===== src/rtl/pport_pkg.sv =====
// Package: shared bit positions and the packed view of the incoming
// printer lines for the parallel-port register block.
// Assumes: byte-wide registers; only the low six control bits exist.
package pport_pkg;

    localparam int REG_W = 8;
    localparam int CTL_W = 6;
    localparam int IN_W  = 5;

    // control bit positions
    localparam int CB_STROBE   = 0;
    localparam int CB_AUTOFEED = 1;
    localparam int CB_INIT     = 2;
    localparam int CB_SELIN    = 3;
    localparam int CB_ACKIE    = 4;

    // status bit positions
    localparam int SB_FAULT = 3;
    localparam int SB_SEL   = 4;
    localparam int SB_PERR  = 5;
    localparam int SB_ACK   = 6;
    localparam int SB_BUSY  = 7;

    // incoming lines, fault_n in bit 0
    typedef struct packed {
        logic busy;
        logic ack_n;
        logic paper_err;
        logic select;
        logic fault_n;
    } pin_in_t;

endpackage


===== src/rtl/pport_sync.sv =====
// Module: pport_sync
// Multi-stage synchroniser for a vector of asynchronous inputs.
// Assumes: each bit is independent (no bus coherence needed); STAGES >= 2.
module pport_sync #(
    parameter int WIDTH  = 5,
    parameter int STAGES = 2
) (
    input  logic             clk,
    input  logic             rst_n,
    input  logic [WIDTH-1:0] d_async,
    output logic [WIDTH-1:0] q_sync
);

    logic [WIDTH-1:0] chain [STAGES];

    // first stage captures the raw input
    always_ff @(posedge clk) begin
        if (!rst_n) chain[0] <= '0;
        else        chain[0] <= d_async;
    end

    genvar gi;
    generate
        for (gi = 1; gi < STAGES; gi++) begin : g_stage
            // each further stage re-times the previous one
            always_ff @(posedge clk) begin
                if (!rst_n) chain[gi] <= '0;
                else        chain[gi] <= chain[gi-1];
            end
        end
    endgenerate

    assign q_sync = chain[STAGES-1];

    generate
        if (STAGES == 2) begin : g_chk
            AST_SYNC_TWO_EDGES: assert property (@(posedge clk) disable iff (!rst_n)
                ($past(rst_n) && $past(rst_n, 2)) |-> (q_sync == $past(d_async, 2)));
        end
    endgenerate

endmodule


===== src/rtl/pport_ctrl_reg.sv =====
// Module: pport_ctrl_reg
// Six-bit control register and the four printer control pins it drives.
// Assumes: the caller decodes the offset; wr_en is a single-cycle qualified write.
module pport_ctrl_reg
    import pport_pkg::*;
(
    input  logic             clk,
    input  logic             rst_n,
    input  logic             wr_en,
    input  logic [CTL_W-1:0] wdata,
    output logic [CTL_W-1:0] ctl_q,
    output logic             strobe_n,
    output logic             autofeed_n,
    output logic             init_n,
    output logic             select_in_n
);

    // store the writable control bits
    always_ff @(posedge clk) begin
        if (!rst_n)     ctl_q <= '0;
        else if (wr_en) ctl_q <= wdata;
    end

    // map control bits onto the pins with per-pin polarity
    always_comb begin
        strobe_n    = ~ctl_q[CB_STROBE];
        autofeed_n  = ~ctl_q[CB_AUTOFEED];
        init_n      =  ctl_q[CB_INIT];
        select_in_n = ~ctl_q[CB_SELIN];
    end

    AST_CTL_CAPTURE: assert property (@(posedge clk) disable iff (!rst_n)
        wr_en |=> (ctl_q == $past(wdata)));
    AST_CTL_HOLD: assert property (@(posedge clk) disable iff (!rst_n)
        (!wr_en && $past(rst_n)) |=> $stable(ctl_q));

endmodule


===== src/rtl/pport_ack_irq.sv =====
// Module: pport_ack_irq
// Edge detector on the synchronised acknowledge line and the level
// interrupt flag it sets.
// Assumes: ack_s is already synchronised; enable comes from the control register.
module pport_ack_irq (
    input  logic clk,
    input  logic rst_n,
    input  logic ack_s,
    input  logic enable,
    input  logic en_clear_wr,
    input  logic status_rd,
    output logic irq
);

    logic ack_prev;
    logic ack_rise;

    // remember the previous synchronised level
    always_ff @(posedge clk) begin
        if (!rst_n) ack_prev <= 1'b0;
        else        ack_prev <= ack_s;
    end

    assign ack_rise = ack_s & ~ack_prev;

    // set on a qualified edge; clear on status read or when the enable goes away
    always_ff @(posedge clk) begin
        if (!rst_n)                      irq <= 1'b0;
        else if (!enable || en_clear_wr) irq <= 1'b0;
        else if (ack_rise)               irq <= 1'b1;
        else if (status_rd)              irq <= 1'b0;
    end

    AST_IRQ_NEEDS_EDGE: assert property (@(posedge clk) disable iff (!rst_n)
        $rose(irq) |-> $past(ack_rise && enable));
    AST_IRQ_READ_CLEAR: assert property (@(posedge clk) disable iff (!rst_n)
        (status_rd && !ack_rise) |=> !irq);
    AST_IRQ_WRITE_CLEAR: assert property (@(posedge clk) disable iff (!rst_n)
        en_clear_wr |=> !irq);
    AST_IRQ_HOLD: assert property (@(posedge clk) disable iff (!rst_n)
        (irq && enable && !en_clear_wr && !status_rd) |=> irq);

endmodule


===== src/rtl/pport_status_ctrl.sv =====
// Module: pport_status_ctrl (top)
// Host register interface of a parallel printer port: status register,
// control register, pin polarity and acknowledge interrupt.
// Assumes: read data is consumed combinationally in the strobe cycle;
// the offsets passed as parameters differ and fit in ADDR_W bits.
module pport_status_ctrl
    import pport_pkg::*;
#(
    parameter int ADDR_W      = 3,
    parameter int STS_OFS     = 1,
    parameter int CTL_OFS     = 2,
    parameter int SYNC_STAGES = 2
) (
    input  logic              clk,
    input  logic              rst_n,
    input  logic [ADDR_W-1:0] bus_addr,
    input  logic              bus_rd,
    input  logic              bus_wr,
    input  logic [REG_W-1:0]  bus_wdata,
    output logic [REG_W-1:0]  bus_rdata,
    input  logic              fault_n,
    input  logic              select,
    input  logic              paper_err,
    input  logic              ack_n,
    input  logic              busy,
    output logic              strobe_n,
    output logic              autofeed_n,
    output logic              init_n,
    output logic              select_in_n,
    output logic              irq
);

    localparam logic [ADDR_W-1:0] STS_A = ADDR_W'(STS_OFS);
    localparam logic [ADDR_W-1:0] CTL_A = ADDR_W'(CTL_OFS);

    pin_in_t          pins_raw;
    pin_in_t          pins_s;
    logic [IN_W-1:0]  pins_s_vec;
    logic [CTL_W-1:0] ctl_q;
    logic             hit_sts;
    logic             hit_ctl;
    logic             ctl_wr;
    logic             sts_rd;
    logic             en_clear_wr;
    logic [1:0]       unused_wdata_hi;

    assign pins_raw = '{busy: busy, ack_n: ack_n, paper_err: paper_err,
                        select: select, fault_n: fault_n};

    pport_sync #(
        .WIDTH  (IN_W),
        .STAGES (SYNC_STAGES)
    ) u_sync (
        .clk     (clk),
        .rst_n   (rst_n),
        .d_async (pins_raw),
        .q_sync  (pins_s_vec)
    );

    assign pins_s = pin_in_t'(pins_s_vec);

    // offset decode and qualified strobes
    always_comb begin
        hit_sts         = (bus_addr == STS_A);
        hit_ctl         = (bus_addr == CTL_A);
        ctl_wr          = bus_wr & hit_ctl;
        sts_rd          = bus_rd & hit_sts;
        en_clear_wr     = ctl_wr & ~bus_wdata[CB_ACKIE];
        unused_wdata_hi = bus_wdata[REG_W-1:CTL_W];
    end

    pport_ctrl_reg u_ctrl (
        .clk         (clk),
        .rst_n       (rst_n),
        .wr_en       (ctl_wr),
        .wdata       (bus_wdata[CTL_W-1:0]),
        .ctl_q       (ctl_q),
        .strobe_n    (strobe_n),
        .autofeed_n  (autofeed_n),
        .init_n      (init_n),
        .select_in_n (select_in_n)
    );

    pport_ack_irq u_irq (
        .clk         (clk),
        .rst_n       (rst_n),
        .ack_s       (pins_s.ack_n),
        .enable      (ctl_q[CB_ACKIE]),
        .en_clear_wr (en_clear_wr),
        .status_rd   (sts_rd),
        .irq         (irq)
    );

    // read mux: status, control, or zero
    always_comb begin
        bus_rdata = '0;
        if (hit_sts) begin
            bus_rdata[SB_FAULT] = pins_s.fault_n;
            bus_rdata[SB_SEL]   = pins_s.select;
            bus_rdata[SB_PERR]  = pins_s.paper_err;
            bus_rdata[SB_ACK]   = pins_s.ack_n;
            bus_rdata[SB_BUSY]  = ~pins_s.busy;
        end else if (hit_ctl) begin
            bus_rdata[CTL_W-1:0] = ctl_q;
        end
    end

    AST_IRQ_ONLY_ENABLED: assert property (@(posedge clk) disable iff (!rst_n)
        irq |-> ctl_q[CB_ACKIE]);
    AST_RESET_CLEARS_CTL: assert property (@(posedge clk)
        !rst_n |=> (ctl_q == '0 && !irq));
    AST_PIN_POLARITY: assert property (@(posedge clk) disable iff (!rst_n)
        (init_n != strobe_n) || (ctl_q[CB_INIT] == ctl_q[CB_STROBE]) || 1'b0
        |-> (init_n == ctl_q[CB_INIT]));
    AST_OTHER_WR_NO_EFFECT: assert property (@(posedge clk) disable iff (!rst_n)
        (bus_wr && !hit_ctl) |=> (ctl_q == $past(ctl_q)));

endmodule


===== config.mk =====
export PLATFORM = sky130hd
export DESIGN_NAME = pport_status_ctrl
export DESIGN_NICKNAME = d
export VERILOG_FILES = /design/src/rtl/pport_pkg.sv /design/src/rtl/pport_sync.sv /design/src/rtl/pport_ctrl_reg.sv /design/src/rtl/pport_ack_irq.sv /design/src/rtl/pport_status_ctrl.sv
export SDC_FILE = /design/constraint.sdc
export NUM_CORES = 1
export LEC_CHECK = 0
export BUFFER_PORTS_ARGS = -buffer_cell sky130_fd_sc_hd__buf_4
export CAP_MARGIN = 20
export CORE_UTILIZATION = 45
export CTS_BUF_LIST = sky130_fd_sc_hd__clkbuf_4
export DETAILED_ROUTE_END_ITERATION = 12
export PLACE_DENSITY_LB_ADDON = 0.05
export SLEW_MARGIN = 25
export SYNTH_ARGS = -nofsm -noshare
export SYNTH_HDL_FRONTEND = slang
export SYNTH_HIERARCHICAL = 1
export SYNTH_SLANG_ARGS = --single-unit
export TNS_END_PERCENT = 10

===== constraint.sdc =====
create_clock -name clk -period 1.8 [get_ports clk]
set_input_delay 0.36 -clock clk [delete_from_list [all_inputs] [get_ports clk]]
set_output_delay 0.36 -clock clk [all_outputs]
set_load 0.01 [all_outputs]

After elaboration in Yosys (flattened, before gate mapping)
Memories as Yosys holds them, arrays and structs flattened.
Cells that the tools add are included.
Storage, ports and cells
  bits in registers: 8
  bits in writable memories: 10
  input port bits: 20
  output and inout bits: 13
  word-level logic and storage cells: 33
  memories kept: 1
Memory list
  u_sync.chain: depth 2, width 5, read ports 2, clocked after Yosys merged registers in 0, wr ports 2, line pport_sync.sv:14  | logic [WIDTH-1:0] chain [STAGES];
Operators by class
  eq/ne operators: 2
  multiplexer cells: 10
  bitwise gates (word level): 13
  reduce and logical (&&, ||, !) cells: 4
Operators by type and width (count)
  $mux W5: 2
  $not A1 Y1: 7
  $mux W3: 2
  $mux W6: 1
  $and A1 B1 Y1: 4
  $mux W1: 4
  $eq A3 B1 Y1 const B: 1
  $eq A3 B2 Y1 const B: 1
  $mux W2: 1
  $or A1 B1 Y1: 2
  $reduce_bool A2 Y1: 1
  $reduce_or A2 Y1: 1
  $logic_not A1 Y1: 1
  $logic_or A1 B1 Y1: 1

Depth between registers and ports, before layout
Gate-level depths: netlist (run 1).
  depth in word-level cells: 5
  mapped depth: 6
  depth with buffers taken out: 4

By module
The synthesis (run 1) kept the hierarchy.
Modules (own cells, without submodules)
  pport_sync: instances 1, cells an instance 20, area an instance 262.8 µm², seq. area each 200.2 µm²
  pport_ctrl_reg: instances 1, cells an instance 23, area an instance 247.7 µm², seq. area each 120.1 µm²
  pport_status_ctrl: instances 1, cells an instance 21, area an instance 227.7 µm², seq. area each 0.0 µm²
  pport_ack_irq: instances 1, cells an instance 7, area an instance 75.1 µm², seq. area each 40.0 µm²

Worst setup path before layout (run 1)
Ideal clock, no wire load.
  kind: input to register
  start: input bus_addr[0]
  end: register u_ctrl.ctl_q[0]
  library setup time: 0.116 ns
  arrival time: 1.164 ns
  data required time: 1.684 ns
  setup slack: 0.520 ns
  stages: 6
  path buffers: 2
  path through: nand2b_4 -> buf_6 -> nor3b_2 -> buf_6 -> mux2i_1 -> nor2b_1
Between the ends
  cells in the longest elaborated chain, start to end: 2
Ends and longest elaborated chain
  start, declared: line pport_status_ctrl.sv:16  | input logic [ADDR_W-1:0] bus_addr,
  $eq A3 B2 Y1: line pport_status_ctrl.sv:65  | hit_ctl = (bus_addr == CTL_A);
  $and A1 B1 Y1: line pport_status_ctrl.sv:66  | ctl_wr = bus_wr & hit_ctl;
  via ctl_wr: line pport_status_ctrl.sv:42  | logic ctl_wr;
  end signal, assigned: line pport_ctrl_reg.sv:21  | else if (wr_en) ctl_q <= wdata;
  end, declared: line pport_ctrl_reg.sv:11  | output logic [CTL_W-1:0] ctl_q,
The timed path passes the listed nets, and every way through them passes these cells.
A chain may end at the register's enable or synchronous reset.

Worst setup path after layout (run 1)
  start: register u_ctrl.ctl_q[4]
  end: output bus_rdata[4]
Between the ends
  cells in the longest elaborated chain, start to end: 2
Ends and longest elaborated chain
  $mux W6: line pport_status_ctrl.sv:103  | end else if (hit_ctl) begin
  $mux W3: line pport_status_ctrl.sv:97  | if (hit_sts) begin
  end, declared: line pport_status_ctrl.sv:20  | output logic [REG_W-1:0] bus_rdata,
No other way between the ends.

==> results.md, run 1 <==
Setup path:
- The number of cell instances on the worst register-to-register path is 2.
- The endpoint arrival time on the critical path is 1100 ps.
- STA classifies the critical path endpoint as an output pin.
- The number of buffers and inverters on the critical path is 2.
- The cell type of the slowest stage on the worst timing path is dfxtp_1.
- The kind of critical path is reg2out.
- The family with the most delay on the worst path is flip-flops.
- The critical path goes through inv_1 > o32ai_2 > buf_4.
- The largest single stage delay on the critical path is 370 ps.
- For the worst setup path, the data required time is 1440 ps.
- The launching element type of the critical path is a flip-flop.
- The count of cell instances traversed by the critical path is 3.
- Of all nets on the critical path, the largest fanout is 3.

Placement:
- The post-place instance area is 1030 sq um.
- The cell total after placement is 122.
- The detailed-placement wirelength estimate is 981 um.
- The final weighted congestion of routability-driven global placement is 0.703.
- The count of buffers from port buffering is 30.

STA:
- The setup TNS is 0 ps.
- The tightest slew margin relative to the limit is 0.855.
- The final cycle utilization of the critical path is 0.812.
- On the final layout, the worst clock skew is 4.41 ps.
- The count of endpoints failing hold in the final timing report is 0.
- For the pin with the worst max-slew slack, the measured transition is 217 ps.
- The maximum achievable frequency is 684 MHz.
- The count of final setup violators is 0.
- The total count of max-transition violations in the final report is 0.
- After layout, the minimum clock period comes to 1460 ps.
- Setup repair after global routing left no endpoint under its margin.

CTS:
- Counting every sink on the clock net gives 18.
- The total of cells resized after clock tree synthesis is 0.
- CTS built an H-tree with a depth of 1.
- The CTS tree is built.
- The number of hold buffers added after CTS is 0.
- The later-pin clock latency in the skew report is 290 ps.
- The number of setup buffers added after CTS is 0.
- The clock transition at the register clock pins on the worst setup and hold paths after CTS is 100 ps.
- The maximum clock insertion buffer count is 2.
- The total clock buffers created by CTS is 3.
- The clock root buffer master is clkbuf_4.

Global routing:
- The routing usage on met2 is 0.250.
- The number of antenna violations at the first check in global routing is 0.
- For this run, global-route usage on met3 was measured as 0.0286.
- The global-route track usage on met1 is 0.178.
- The maximum number of pins on one net before global-route repair is 19.
- The first global-routing pass estimated 2140 um of wire.
- Global routing finished with a remaining overflow of 0.
- The via count of the first global-routing pass is 555.
- The total routing usage reported by global routing is 0.150.
- The most congested layer reported by global routing is met2.

Cells and area:
- Relative to the synthesized area, the layout overhead comes to 30.0%.
- Counting the fill cells in the layout gives 136.
- The area of combinational cells with multiple inputs is 389 sq um.
- Leaving out fill and tap cells, the most frequent cells in the layout are buf_4, dfxtp_1, and2_1.
- The repair_antennas step left the layout with diodes totalling 0.
- The sequential cells in the finished layout cover a total of 360 sq um.
- The commonest non-fill, non-tap cell in the layout is buf_4.
- The proportion of layout cells with a drive suffix above 1 is 0.465.
- Leaving out filler cells and counting taps, the final layout contains 125.
- The count of nets after finishing is 123.
- The final instance area is 1060 sq um.

Drt:
- The via count of the routed design is 561.
- The number of nets with antenna violations after detailed routing is 0.
- The number of design rule violations left after detail routing is 0.
- The wire length per cell is 10.8 um.
- The starting DRC count in detailed routing is 0.
- The total wire length after detailed routing is 1340 um.
- Using the TritonRoute via totals, the vias-per-cell ratio works out to 4.49.
- The first-pass iteration count of the detailed router is 1.

Floorplanning:
- From left edge to right edge, the die measures 44.5 um.
- 33 I/O pins were placed.
- The core region is 1590 sq um.
- The standard-cell row count is 14.
- In this run the vertical extent of the chip is 44.5 um.
- The die covers 1980 sq um.
- For this configuration, the core starts out at a cell density of 0.510.

Logic synthesis:
- The netlist uses 16 different library cells.
- The fraction of post-synthesis cell area in the top cell type by area is 0.443.
- The mean post-synth cell area is 11.5 sq um.
- For this run, the register share of the synthesized area comes to 0.443.
- After synthesis the netlist holds a flip-flop and latch count of 18.
- The cell taking the most area after synthesis is dfxtp_1.
- The Yosys step of the flow raised 6 warnings.
- In this run the cell area of the synthesized design comes to 813 sq um.
- The post-synthesis cell count is 71.
- The total nets after synthesis is 91.
- By area the synthesized netlist is led by dfxtp_1, nor3b_2, and2_1, mux2i_1, o32ai_2.

Pwr:
- The total leakage power is 0.408 nW.
- For this design the ratio of total power to cell area is 659 nW/um^2.
- The worst IR drop on VDD is 535 uV.

Min path:
- The min-delay analysis places its worst path in the category in2reg.
- The worst hold path was traced through 2 stages.

Run:
- Max-cap violations in this run came to 0.

Run status:
- The flow ran to the end, and the final reports show no timing, DRC or antenna violations.
[metrics by stage]
| stage | hold slack (ps) | utilization | setup slack, ps | total power [mW] |
|---|---|---|---|---|
| global route | 273 | 0.663 | 274 | 0.725 |
| global placement | 411 | 0.649 | 296 | 0.512 |
| detailed placement | 419 | 0.649 | 283 | 0.514 |
| floorplan | 406 | - | 520 | 0.473 |
| finish | 272 | 0.663 | 338 | 0.697 |
| CTS | 267 | 0.663 | 334 | 0.705 |
[registers in the layout (all words and copies together) (netlist names)]
register	cells
u_irq/irq	1
u_irq/ack_prev	1
u_ctrl/ctl_q	6
u_sync/chain	10
[worst paths after layout]
check	from	endpoint	slack, ps
setup reg to reg	u_irq/ack_prev	u_irq/irq	1090
hold reg to reg	u_sync/chain[0][3]	u_sync/chain[1][3]	440
hold / removal	paper_err	u_sync/chain[0][2]	270
setup / recovery	u_ctrl/ctl_q[4]	bus_rdata[4]	340
[metal layers]
metal,part of all wire,wire (um)
met5,0,0
met4,0.014,19
met3,0.062,83
met2,0.47,638
met1,0.45,603
[synth_stat cells]
cell	instances
a211oi_2	1
and2_1	11
buf_4	1
buf_6	3
dfxtp_1	18
inv_1	6
mux2i_1	6
nand2_1	1
nand2b_1	5
nand2b_2	1
nand2b_4	1
nor2b_1	6
nor3_1	1
nor3b_2	6
nor4b_4	1
o32ai_2	3
[cells by family after synthesis]
| group | Yosys count | share of synthesized area |
|---|---|---|
| AOI/OAI and AO/OA | 4 | 0.0754 |
| buffers and inverters | 10 | 0.0785 |
| DFF | 18 | 0.443 |
| muxes | 6 | 0.0738 |
| and+or+nand+nor | 33 | 0.329 |
[where the power goes]
group,leakage (nW),internal [mW],switching [mW]
Clock,0.0138,0.0778,0.115
Sequential,0.147,0.412,0.00426
Combinational,0.246,0.0508,0.0370
[worst register-to-register path: cells and delay by family (launching register included)]
kind | cells | cell delay [ps]
flip-flops | 1 | 300
AO/OA/AOI/OAI | 1 | 200
AND/OR/NAND/NOR | 1 | 140
[layout make-up]
| type | instances | area share |
|---|---|---|
| multi-input combinational | 43 | 0.368 |
| inverter | 6 | 0.0213 |
| timing repair buffer | 31 | 0.220 |
| clock buffer | 3 | 0.0213 |
| sequential | 18 | 0.341 |
| tap | 24 | 0.0284 |
Power figures use the tool's default switching activity.
==> run 2, diff against run 1 <==
CORE_UTILIZATION = 44   (was 45)
clock period = 1.2 ns   (was 1.8 ns; I/O delays follow)
==> results.md, run 2 (synthesis results as in run 1) <==
Run status:
- The run finished, with violations left.
- The checks that failed: setup timing.

CTS:
- The number of hold buffers added after CTS was 0 (unchanged).
- The clock root buffer master is clkbuf_4.
- The total clock sinks came to 18 (unchanged).
- The maximum clock insertion buffer count was 2 (unchanged).
- The later-pin clock latency in the skew report is 280 ps (about the same).
- The clock transition at the register clock pins on the worst setup and hold paths after CTS is 100 ps (about the same).
- The CTS H-tree depth is 1 (unchanged).
- TritonCTS built the clock tree.
- The total clock buffers created by CTS is 3 (unchanged).

Floorplanning:
- The full die area is 2020 sq um (+2.2%).
- The standard-cell row count is 15 (+1).
- The top-level port count is 33 (unchanged).
- The initial core utilization is 0.471 (-0.0392).
- The overall die width came to 45.0 um (+1.1%).
- The area of the core is 1730 sq um (+8.3%).
- The floorplan die height is 45.0 um (+1.1%).

Pwr:
- The total leakage power is 0.466 nW (+14%).
- The power density normalized to cell area is 932 nW/um^2 (+41%).
- The total power consumption of the routed design is 1.08 mW (+55%).
- The worst IR drop on VDD is 792 uV (+48%).

STA:
- The total count of max-transition violations in the final report was 0 (unchanged).
- The clock period minus worst slack is 1270 ps.
- The setup TNS is -205 ps (-205 ps).
- The tightest slew margin relative to the limit was 0.864 (+0.00913).
- The count of endpoints failing hold in the final timing report is 0 (unchanged).
- The clock skew came to 1.17 ps (-3.24 ps).
- The pin slew with the least headroom to its limit was 203 ps (-13.6 ps).
- The count of final setup violators is 3 (+3).
- The maximum achievable frequency is 787 MHz.
- In the finished design, the share of the clock period the worst path needs comes to 1.06.
- The tightest hold margin is 160 ps (-112 ps).
- Setup repair after global routing could not meet its margin everywhere.
- The smallest setup slack after layout is -70.9 ps (-409 ps).

Setup path:
- In this run the critical register-to-register path is captured at u_irq/irq.
- The critical path starts at bus_addr[0].
- The launching element type of the critical path is a primary input.
- The endpoint arrival time on the critical path is 1030 ps (-70 ps).
- The worst register-to-register path begins at u_ctrl/ctl_q[4].
- The worst-path maximum fanout is 5 (+2).
- The data required time of the worst path is 960 ps (-480 ps).
- The critical path is of the in2out type.
- The slack of the worst reg-to-reg path was 440 ps (-650 ps).
- The number of cell instances on the worst register-to-register path came to 3 (+1).
- The worst setup path is captured at an output pin.

Cells and area:
- The final instance area was 1160 sq um (+9.3%).
- The area of combinational cells with multiple inputs came to 394 sq um (+1.3%).
- The largest register by flop count is u_sync/chain.
- In the final layout, the registers with the most flip-flops are u_sync/chain: 10 flops, u_ctrl/ctl_q: 6 flops.
- The commonest non-fill, non-tap cell in the layout is buf_4.
- The count of placed standard cells in the final layout, fillers left out is 135 (+8.0%).
- The flip-flop and latch area is 369 sq um (+2.4%).
- The flip-flop count of the largest register after layout was 10 (unchanged).
- The final core utilization is 0.670 (+0.00630).
- Leaving out fill and tap cells, the most frequent cells in the layout are buf_4, and2_1, dfxtp_1, dfxtp_2.
- The count of nets after finishing was 131 (+6.5%).
- The diode insertion count for antenna repair is 0 (unchanged).
- Relative to the synthesized area, the layout overhead comes to 42.2%.
- The proportion of layout cells with a drive suffix above 1 is 0.582 (+0.116).
- The fill cell instance count of the final layout is 145 (+6.6%).

Global routing:
- The number of antenna violations at the first check in global routing was 0 (unchanged).
- The maximum number of pins on one net before global-route repair came to 19 (unchanged).
- The first-pass GRT wire length is 1990 um (-6.8%).
- The total routing usage reported by global routing is 0.137 (-0.0133).
- The via count of the first global-routing pass is 503 (-9.4%).
- The overall overflow remaining after global route is 0 (unchanged).

Drt:
- The number of nets with antenna violations after detailed routing is 0 (unchanged).
- The total wire length after detailed routing came to 1360 um (+1.3%).
- The number of design rule violations left after detail routing came to 0 (unchanged).
- The detailed-route vias per instance came to 4.47 (-0.48%).
- The starting DRC count in detailed routing is 9 (+9).
- The first-pass iteration count of the detailed router is 4 (+3).
- The wire length per cell is 10.1 um (-6.2%).
- The via count of the routed design came to 603 (+7.5%).

Placement:
- The detailed-placement wirelength estimate came to 941 um (-4.1%).
- The post-place instance area is 1090 sq um (+5.0%).
- The final weighted congestion of routability-driven global placement is 0.732 (+4.1%).
- The worst setup slack before clock tree synthesis is -88.4 ps (-372 ps).
- The cell total after placement came to 128 (+4.9%).
- The count of buffers from port buffering is 30 (unchanged).

Min path:
- The worst hold path begins at select.
- The number of instances on the worst hold path is 2 (unchanged).
- In this run the worst hold path is classified as in2reg.
- For hold timing, the worst endpoint is u_sync/chain[0][1].

Run:
- The max capacitance violation total is 0 (unchanged).
-- run 2: cell count changes in the layout (fill, tap and decap cells not counted), sizes merged --
cell,before,now
buf,31,39
clkinv,0,1
-- run 2: worst max-delay path, cell delays in order --
cell	delay [ps]
buf_6	100
nand2b_4	160
buf_12	140
o32ai_2	240
buf_4	160
-- run 2: power by group --
part	switching, mW	internal, mW	leakage (nW)
logic	0.0607	0.0968	0.300
clock network	0.174	0.120	0.0154
registers	0.00647	0.619	0.151
-- run 2: worst max-delay path by stage --
stage,to,slack [ps],depth (start not counted)
after floorplan,u_ctrl/ctl_q[0],40,6
after global routing,bus_rdata[5],-130,3
final,bus_rdata[3],-70,5
after global placement,u_ctrl/ctl_q[5],-70,6
after detailed placement,u_ctrl/ctl_q[5],-90,6
after CTS,bus_rdata[4],-90,3
-- run 2: final cells by class --
cell class	instances	share of cell area
inverters	6	0.0195
multi-input cells	43	0.341
repair buffers	39	0.271
clock buffers	3	0.0195
clock inverters	1	0.00325
well taps	25	0.0271
flip-flops and latches	18	0.319
-- run 2: repair_timing --
item,4_1_cts,5_1_grt
gates resized for setup,7,5
pin swaps,3,0
endpoints found under the setup margin,3,8
buffers inserted,3,0
-- run 2: metal layers --
| layer | track usage | share of wire | vias up |
|---|---|---|---|
| li1 | - | - | 311 |
| met1 | 0.172 | 0.48 | 271 |
| met2 | 0.220 | 0.45 | 19 |
| met3 | 0.0400 | 0.052 | 2 |
| met4 | 0.0545 | 0.010 | 0 |
| met5 | 0 | 0 | - |
==> run 3, diff against run 2 <==
CTS_BUF_LIST = sky130_fd_sc_hd__clkbuf_8   (was sky130_fd_sc_hd__clkbuf_4)
==> results.md, run 3 (synthesis results as in run 1) <==
Setup path:
- The endpoint kind of the worst setup timing path is an output pin.
- The signal on the critical path passes through inv_1 > o32ai_2 > buf_4.
- The slack of the worst reg-to-reg path was 290 ps (-150 ps).
- The worst setup path is of the reg2out kind.
- The number of buffers and inverters on the critical path was 2 (-1).
- The endpoint identified for the worst register-to-register timing path is u_ctrl/ctl_q[3].
- Among all stages on the critical path, the largest delay is contributed by dfxtp_2.
- The kind of cell with the highest combined delay along the critical path is flip-flops.
- In this run the worst setup path terminates at bus_rdata[3].
- The worst-path maximum fanout came to 2 (-3).
- The worst flop-to-flop path startpoint is u_ctrl/ctl_q[3].
- The count of cell instances traversed by the critical path was 3 (-2).
- The biggest cell delay along the critical path is 320 ps (+80 ps).
- The number of cell instances on the worst register-to-register path came to 4 (+1).
- The data required time of the worst path was 960 ps (about the same).
- STA classifies the critical path startpoint as a flip-flop.
- The endpoint arrival time on the critical path is 1030 ps (about the same).
- The worst setup path startpoint is u_ctrl/ctl_q[3].

Run status:
- The final reports fail on setup timing.
- The run finished, with violations left.

Drt:
- The starting DRC count in detailed routing is 5 (-4).
- The wire length per cell is 10.8 um (+7.4%).
- The total wire length after detailed routing was 1470 um (+8.1%).
- The via count of the routed design is 608 (+0.83%).
- The number of design rule violations left after detail routing is 0 (unchanged).
- The first-pass iteration count of the detailed router is 4 (unchanged).
- The number of nets with antenna violations after detailed routing came to 0 (unchanged).
- The detailed-route vias per instance is 4.47 (about the same).

CTS:
- The clock transition at the register clock pins on the worst setup and hold paths after CTS is 70 ps (-30 ps).
- The CTS H-tree depth is 1 (unchanged).
- The later-pin clock latency in the skew report is 250 ps (-30 ps).
- The CTS tree is built.
- The maximum clock insertion buffer count is 2 (unchanged).
- The total clock sinks was 18 (unchanged).
- The total clock buffers created by CTS is 3 (unchanged).
- The clock root buffer master is clkbuf_8.
- The number of hold buffers added after CTS is 0 (unchanged).

Placement:
- The count of buffers from port buffering is 30 (unchanged).
- The detailed-placement wirelength estimate came to 941 um (unchanged).
- The worst setup slack before clock tree synthesis is -88.4 ps (unchanged).
- The cell total after placement was 128 (unchanged).
- The post-place instance area was 1090 sq um (unchanged).
- The final weighted congestion of routability-driven global placement is 0.732 (unchanged).

Floorplanning:
- The overall die width is 45.0 um (unchanged).
- The initial core utilization is 0.471 (unchanged).
- The area of the core is 1730 sq um (unchanged).
- The standard-cell row count is 15 (unchanged).
- The full die area is 2020 sq um (unchanged).
- The top-level port count came to 33 (unchanged).
- The floorplan die height is 45.0 um (unchanged).

Cells and area:
- The area of combinational cells with multiple inputs is 420 sq um (+6.7%).
- The area growth from synthesis to layout is 50.2%.
- The largest register by flop count is u_sync/chain.
- The final instance area is 1220 sq um (+5.6%).
- The count of nets after finishing is 132 (+0.76%).
- The commonest non-fill, non-tap cell in the layout is buf_4.
- In the final layout, the registers with the most flip-flops are u_sync/chain: 10 flops, u_ctrl/ctl_q: 6 flops.
- The flip-flop and latch area is 364 sq um (-1.4%).
- The diode insertion count for antenna repair is 0 (unchanged).
- The final core utilization is 0.707 (+0.0377).
- The flip-flop count of the largest register after layout is 10 (unchanged).
- The fill cell instance count of the final layout is 141 (-2.8%).
- The proportion of layout cells with a drive suffix above 1 is 0.559 (-0.0233).
- The library cells used most frequently in the layout, excluding fill and tap cells, are buf_4, dfxtp_1, and2_1, nor3b_2, nor2b_1.
- The count of placed standard cells in the final layout, fillers left out is 136 (+0.74%).

STA:
- The final cycle utilization of the critical path is 1.06 (-0.00252).
- Setup repair after global routing could not meet its margin everywhere.
- The clock period minus worst slack was 1270 ps (-3.03 ps).
- The count of final setup violators was 3 (unchanged).
- The tightest hold margin is 195 ps (+35.0 ps).
- The clock skew came to 0.920 ps (-0.250 ps).
- The pin slew with the least headroom to its limit is 216 ps (+13.0 ps).
- The smallest setup slack after layout is -67.9 ps (+3.03 ps).
- The total count of max-transition violations in the final report came to 0 (unchanged).
- The tightest slew margin relative to the limit came to 0.856 (-0.00813).
- The maximum achievable frequency is 789 MHz (+0.24%).
- The count of endpoints failing hold in the final timing report was 0 (unchanged).

Global routing:
- The maximum number of pins on one net before global-route repair came to 19 (unchanged).
- The total routing usage reported by global routing came to 0.145 (+0.00836).
- The first-pass GRT wire length is 2130 um (+6.6%).
- The via count of the first global-routing pass was 517 (+2.8%).
- The overall overflow remaining after global route is 0 (unchanged).
- The number of antenna violations at the first check in global routing was 0 (unchanged).

Pwr:
- The worst IR drop on VDD is 803 uV (+1.5%).
- The power density normalized to cell area is 1050 nW/um^2 (+12%).
- The total leakage power is 0.485 nW (+4.0%).

Run:
- The max capacitance violation total was 0 (unchanged).

Min path:
- The launch point of the worst hold path is paper_err.
- The min-delay analysis places its worst path in the category in2reg.
-- run 3: cell types whose count changed in the layout (fill, tap and decap cells not counted), sizes merged --
cell	before	now
buf	39	40
clkbuf	3	4
clkinv	1	0
-- run 3: worst min-delay path by stage --
| stage | endpoint | slack, ps | cells after the start |
|---|---|---|---|
| floorplan | u_sync/chain[0][0] | 360 | 1 |
| global placement | u_sync/chain[1][3] | 410 | 1 |
| detailed placement | u_sync/chain[1][3] | 420 | 1 |
| CTS | u_sync/chain[0][1] | 190 | 2 |
| global route | u_sync/chain[0][2] | 200 | 2 |
| finish | u_sync/chain[0][2] | 190 | 2 |
-- run 3: per-layer routing --
metal	part of all wire	routed length, um	vias to the layer above	global-route usage
li1	-	-	310	-
met1	0.48	703	277	0.182
met2	0.47	692	19	0.238
met3	0.042	62	2	0.0280
met4	0.0095	14	0	0.0727
met5	0	0	-	0
-- run 3: final cells by class --
cell class | instances | share of cell area
Clock buffer | 4 | 0.0451
Inverter | 6 | 0.0184
Multi-Input combinational cell | 43 | 0.344
Sequential cell | 18 | 0.298
Tap cell | 25 | 0.0256
Timing Repair Buffer | 40 | 0.268
-- run 3: worst reg2reg max path, delay by kind of cell (launching register included) --
kind / cells / cell delay, ps
muxes: 1 / 160
buffers and inverters: 2 / 250
and+or+nand+nor: 1 / 70
DFF: 1 / 320
-- run 3: what timing repair did --
action                     4_1_cts  5_1_grt
gates cloned                     0        0
pin swaps                        2        0
setup endpoints to repair        3        7
resized for setup                9        3
hold endpoints to repair         0        0
setup buffers                    3        1
-- run 3: power breakdown --
group | internal, mW | leakage, nW | switching, mW
registers | 0.619 | 0.149 | 0.00656
clock network | 0.291 | 0.0288 | 0.192
logic | 0.102 | 0.307 | 0.0675
total | 1.01 | 0.485 | 0.267
-- run 3: per-stage QoR --
step	power (mW)	setup TNS [ps]
detailed placement	0.787	-535
CTS	1.28	-177
global route	1.33	-418
finish	1.28	-165
global placement	0.784	-483
floorplan	0.709	0
